`config.mk`:
```
export PLATFORM = sky130hd
export DESIGN_NAME = i2c_slave_port
export DESIGN_NICKNAME = d
export VERILOG_FILES = /design/src/rtl/i2c_slave_port.sv
export SDC_FILE = /design/constraint.sdc
export NUM_CORES = 1
export LEC_CHECK = 0
export CAP_MARGIN = 20
export CORE_ASPECT_RATIO = 2
export CORE_MARGIN = 1
export CORE_UTILIZATION = 50
export DETAILED_ROUTE_END_ITERATION = 10
export GPL_TIMING_DRIVEN = 0
export PLACE_DENSITY_LB_ADDON = 0.2
export SLEW_MARGIN = 40
export SYNTH_ARGS = -nofsm -noshare
export SYNTH_HDL_FRONTEND = slang
export SYNTH_SLANG_ARGS = --single-unit
```
`constraint.sdc`:
```
create_clock -name clk -period 2.2 [get_ports clk]
set_input_delay 0.22 -clock clk [delete_from_list [all_inputs] [get_ports clk]]
set_output_delay 0.22 -clock clk [all_outputs]
set_load 0.05 [all_outputs]
```
`src/rtl/i2c_slave_port.sv`:
```
module i2c_slave_port (
  input  logic        clk,
  input  logic        rst_n,
  input  logic [1:0]  bus_sel,
  input  logic        bus_we,
  input  logic [15:0] bus_wdata,
  output logic [15:0] bus_rdata,
  input  logic        scl_i,
  input  logic        sda_i,
  output logic        scl_oe,
  output logic        sda_oe
);
  localparam int CLR = 8, EN = 7, SRST = 6, NAKA = 5, STR = 3, NF = 2, ACT = 0;

  typedef enum logic [3:0] {IDLE, ADDR, A_ACK, RX, R_ACK, TXL, TX, T_ACK, WAIT} st_t;

  logic [6:0] own_addr;
  logic [8:0] ctrl;
  logic [7:0] tx_data, rx_byte, sh;
  logic       tx_full, tx_empty;
  logic [1:0] scl_s, sda_s;
  logic       scl_p, sda_p, scl_f, sda_f, scl_q, sda_q;
  st_t        st;
  logic [3:0] cnt;
  logic       mack, sda_drv;

  wire run    = ctrl[EN] && !ctrl[SRST];
  wire wr_adr = bus_we && bus_sel == 2'd0;
  wire wr_ctl = bus_we && bus_sel == 2'd1;
  wire wr_tx  = bus_we && bus_sel == 2'd2;

  wire scl_rise = scl_f && !scl_q;
  wire scl_fall = !scl_f && scl_q;
  wire start    = scl_f && scl_q && sda_q && !sda_f;
  wire stop     = scl_f && scl_q && !sda_q && sda_f;
  wire hit      = sh[7:1] == own_addr;
  wire load     = st == TXL && (tx_full || !ctrl[STR]);

  assign scl_oe = run && st == TXL && ctrl[STR];
  assign sda_oe = run && sda_drv;

  always_comb
    case (bus_sel)
      2'd0:    bus_rdata = {9'b0, own_addr};
      2'd1:    bus_rdata = {7'b0, ctrl};
      2'd2:    bus_rdata = {7'b0, tx_empty, rx_byte};
      default: bus_rdata = {8'b0, tx_data};
    endcase

  always_ff @(posedge clk or negedge rst_n)
    if (!rst_n) begin
      scl_s <= 2'b11; sda_s <= 2'b11;
      scl_p <= 1'b1;  sda_p <= 1'b1;
      scl_f <= 1'b1;  sda_f <= 1'b1;
      scl_q <= 1'b1;  sda_q <= 1'b1;
    end else begin
      scl_s <= {scl_s[0], scl_i};
      sda_s <= {sda_s[0], sda_i};
      scl_p <= scl_s[1];
      sda_p <= sda_s[1];
      if (!ctrl[NF] || scl_s[1] == scl_p) scl_f <= scl_s[1];
      if (!ctrl[NF] || sda_s[1] == sda_p) sda_f <= sda_s[1];
      scl_q <= scl_f;
      sda_q <= sda_f;
    end

  always_ff @(posedge clk or negedge rst_n)
    if (!rst_n) begin
      own_addr <= '0; ctrl <= '0; tx_data <= '0;
      tx_full <= 1'b0; tx_empty <= 1'b1;
    end else begin
      if (wr_adr) own_addr <= bus_wdata[6:0];
      if (wr_ctl) ctrl <= bus_wdata[SRST] ? 9'h040 : bus_wdata[8:0];
      if (wr_ctl && bus_wdata[CLR] && !bus_wdata[SRST]) tx_full <= 1'b0;
      else if (load) begin
        tx_full  <= 1'b0;
        tx_empty <= 1'b1;
      end
      if (wr_tx) begin
        tx_data <= bus_wdata[7:0];
        if (!ctrl[CLR]) begin
          tx_full  <= 1'b1;
          tx_empty <= 1'b0;
        end
      end
    end

  always_ff @(posedge clk or negedge rst_n)
    if (!rst_n) begin
      st <= IDLE; cnt <= '0; sh <= '0; rx_byte <= '0; mack <= 1'b0; sda_drv <= 1'b0;
    end else if (!run) begin
      st <= IDLE; sda_drv <= 1'b0;
    end else if (start) begin
      st <= ADDR; cnt <= '0; sda_drv <= 1'b0;
    end else if (stop) begin
      st <= IDLE; sda_drv <= 1'b0;
    end else if (st == TXL) begin
      if (load) begin
        sh <= tx_data; sda_drv <= !tx_data[7]; cnt <= 4'd1; st <= TX;
      end
    end else if (scl_rise) begin
      case (st)
        ADDR, RX: begin sh <= {sh[6:0], sda_f}; cnt <= cnt + 4'd1; end
        T_ACK:    mack <= !sda_f;
        default:  ;
      endcase
    end else if (scl_fall) begin
      case (st)
        ADDR:
          if (cnt == 4'd8) begin
            if (hit && ctrl[ACT]) begin sda_drv <= 1'b1; st <= A_ACK; end
            else st <= WAIT;
          end
        A_ACK: begin sda_drv <= 1'b0; cnt <= '0; st <= sh[0] ? TXL : RX; end
        RX:
          if (cnt == 4'd8) begin
            rx_byte <= sh; sda_drv <= !ctrl[NAKA]; st <= R_ACK;
          end
        R_ACK: begin sda_drv <= 1'b0; cnt <= '0; st <= RX; end
        TX:
          if (cnt == 4'd8) begin sda_drv <= 1'b0; st <= T_ACK; end
          else begin sda_drv <= !sh[6]; sh <= {sh[6:0], 1'b0}; cnt <= cnt + 4'd1; end
        T_ACK: st <= mack ? TXL : WAIT;
        default: ;
      endcase
    end
endmodule


```
==> flow_metrics.env <==
export IMPL_tightestPinTransition_ns=0.747
export IMPL_worstSetupStartpointType="register"
export IMPL_ys_seq_elements=62
export IMPL_layout_common_cells="dfrtp_1, nand2_1, mux2_2"
export IMPL_rr_endpoint="st[1]"
export IMPL_synth_simple_area_share=0.168
export IMPL_combPwrFrac=0.154
export IMPL_dpl_cell_count=434
export IMPL_maxSlewHeadroom=0.500
export IMPL_synth_cell_types=59
export IMPL_crit_top_cell="buf_6"
export IMPL_hold_path_end="scl_s[0]"
export IMPL_min_path_type="in -> reg"
export IMPL_min_from="scl_i"
export IMPL_nets=397
export IMPL_synth_edf_count=0
export IMPL_crit_path_end_kind="register"
export IMPL_crit_type="reg -> reg"
export IMPL_pwr_share_seq=0.366
export IMPL_layout_cells_non_filler=462
export IMPL_cp_max_fo=10
export IMPL_ant_nets=0
export IMPL_p_leak_nw=1.92
export IMPL_placed_cell_area_mm2=0.00384
export IMPL_ios=41
export IMPL_outcome="finished, final reports clean"
export IMPL_cp_data_required_time_ns=2.44
export IMPL_drt_iter0_drc=183
export IMPL_portBuffers=26
export IMPL_gp_congestion=0.834
export IMPL_synth_top_area_share=0.373
export IMPL_crit_buf_inv=3
export IMPL_period_minus_slack_ns=2.15
export IMPL_overflow=0
export IMPL_cts_buffers=9
export IMPL_internal_power_w=0.00275
export IMPL_crit_path_max_incr_delay_ns=0.44
export IMPL_die_w_um=60.5
export IMPL_rows=42
export IMPL_start_util=0.517
export IMPL_ctsRootBufferMaster="clkbuf_16"
export IMPL_maxCapViolations=0
export IMPL_layout_commonest_cell="dfrtp_1"
export IMPL_worst_slack_ns=0.0482
export IMPL_switchingPower_w=0.000937
export IMPL_grt_total_usage=0.274
export IMPL_chipHeight_um=119
export IMPL_fin_skew_ns=0.00477
export IMPL_hold_depth=1
export IMPL_post_drt_wl_per_cell_um=19.2
export IMPL_area_growth_pct=28.2
export IMPL_syn_inst=313
export IMPL_h_tree_depth=3
export IMPL_vias=2678
export IMPL_drc=0
export IMPL_syn_area_mm2=0.00342
export IMPL_rr_startpoint="st[0]"
export IMPL_max_freq_mhz=465
export IMPL_first_pass_iters=4
export IMPL_dpl_hpwl_um=6210
export IMPL_grt_pass1_vias=2741
export IMPL_via_per_inst=5.80
export IMPL_critPathTopFamily="simple AND/OR/NAND/NOR gates"
export IMPL_yosys_warnings=0
export IMPL_muxShareOfSynthArea=0.176
export IMPL_yosysSeqAreaShare=0.457
export IMPL_place_ws_ns=-0.742
export IMPL_drv_slew=0
export IMPL_rsz0062_at_grt="yes"
export IMPL_tritoncts="built"
export IMPL_synth_xor_xnor_area_share=0.0205
export IMPL_synth_compound_area_frac=0.105
export IMPL_synthTopCellsByArea="dfrtp_1, dfstp_2, mux2_2"
export IMPL_worstPathArrival_ns=2.40
export IMPL_final_layout_size_suffix_gt1_frac=0.316
export IMPL_ir_worst_vdd_mv=0.683
export IMPL_finalCritPeriodShare=0.978
export IMPL_async_reset_ff_frac=1.00
export IMPL_synth_main_ff_cell="dfrtp_1"
export IMPL_rr_worst_depth=8
export IMPL_grt_max_degree=44
export IMPL_hold_slack_ns=0.293
export IMPL_switching_share=0.254
export IMPL_grt_pass1_wl_um=14000
export IMPL_wl_um=8860
export IMPL_slowest_stage="or4_1"
export IMPL_coreArea_mm2=0.00662
export IMPL_n_antenna_cell=0
export IMPL_syn_avg_cell_area_um2=10.9
export IMPL_clockPowerShare=0.480
export IMPL_synthAdderAreaFrac=0.0183
export IMPL_power_density_mw_per_mm2=839
export IMPL_path_clk_slew_ns=0.05
export IMPL_crit_chain="buf_2 -> and4bb_1 -> buf_6 -> mux2i_4 -> or4_1 -> buf_6 -> nor2b_4 -> nor4b_2"
export IMPL_yosysTopAreaCell="dfrtp_1"
export IMPL_clock_latency_ns=0.33
export IMPL_fin_area_mm2=0.00439
export IMPL_design_die_area_mm2=0.00720
export IMPL_clkSinkCount=62
export IMPL_hold_viol_final=0
export IMPL_setup_viol=0
export IMPL_reg2reg_slack_ns=0.05
export IMPL_clock_path_buffers=2
export IMPL_synth_top_family_by_area="multiplexers"
export IMPL_antenna_found_initial=0
-- how the worst max path moves through the flow --
stage	slack [ns]	startpoint	cells after the start	end
2_1_floorplan	0.03	scl_f	7	cnt[2]
3_3_place_gp	-1.11	rst_n	1	tx_data[5]
3_5_place_dp	-0.74	bus_sel[0]	4	bus_rdata[4]
4_1_cts	-0.03	st[3]	7	sh[5]
5_1_grt	-0.02	cnt[0]	8	st[0]
6_report	0.05	st[0]	8	st[1]
-- cell families (layout without fill, tap and decap cells) --
| family | Yosys count | in the layout |
|---|---|---|
| adders and majority gates | 5 | 5 |
| other | 1 | 7 |
| AOI/OAI and AO/OA | 53 | 53 |
| buffers and inverters | 36 | 91 |
| and+or+nand+nor | 101 | 101 |
| xor gates and xnor gates | 8 | 8 |
| DFF | 62 | 62 |
| muxes | 47 | 47 |
-- synth_stat cells (all sizes together) (2+ instances only) --
library cell / count
a22oi: 3
and3: 4
nor3b: 3
o221a: 2
nand2: 25
buf: 15
ha: 5
xnor2: 7
and2: 4
mux2i: 4
or4: 2
inv: 10
clkbuf: 11
mux4: 7
nor2b: 10
dfrtp: 51
o21ai: 21
nand3: 4
mux2: 36
o31ai: 2
nand4: 8
dfstp: 11
o211ai: 2
a21oi: 7
nor2: 10
nand2b: 13
nand3b: 3
nor4b: 2
nor3: 8
a211oi: 2
-- cell type report --
class                      count  area [µm²]
clock inverter                 6         133
clock buffer                  10         239
inverter                      10        37.5
timing repair buffer          39         344
buffer                        26         176
tap                           88         110
sequential                    62        1570
fill                         547        2230
multi-input combinational    221        1780
-- state kept, by name, indices dropped and copies added (netlist names), 2 cells and up --
signal,cells
own_addr,7
ctrl,9
tx_data,8
scl_s,2
sda_s,2
st,4
rx_byte,8
cnt,4
sh,8
-- routing by layer --
metal,vias to the layer above,share of wire,track usage
met5,-,0,0
met4,0,0.035,0.143
met3,24,0.041,0.0727
met2,91,0.57,0.476
met1,1338,0.36,0.284
li1,1225,-,-
-- power groups by stage --
| stage | Clock, W | Combinational, W | Sequential [W] |
|---|---|---|---|
| floorplan | 0 | 0.000374 | 0.00133 |
| global placement | 0 | 0.000528 | 0.00136 |
| detailed placement | 0 | 0.000540 | 0.00136 |
| CTS | 0.00178 | 0.000545 | 0.00135 |
| global route | 0.00183 | 0.000611 | 0.00136 |
| finish | 0.00177 | 0.000567 | 0.00135 |
-- through the flow --
| step | total power (W) | TNS, ns | utilization |
|---|---|---|---|
| after global routing | 0.00380 | -0.0394 | 0.663 |
| after global placement | 0.00189 | -74.59 | 0.576 |
| after detailed placement | 0.00190 | -11.63 | 0.581 |
| final | 0.00368 | 0 | 0.663 |
| after floorplan | 0.00170 | 0 | - |
| after CTS | 0.00367 | -0.164 | 0.650 |
-- timing repair --
action,CTS,global route
gates resized for setup,34,35
pin swaps,2,7
hold endpoints to repair,13,0
hold buffers,1,0
setup buffers,5,6
endpoints found under the setup margin,34,29
No activity file was read; power rests on OpenSTA's default activity.
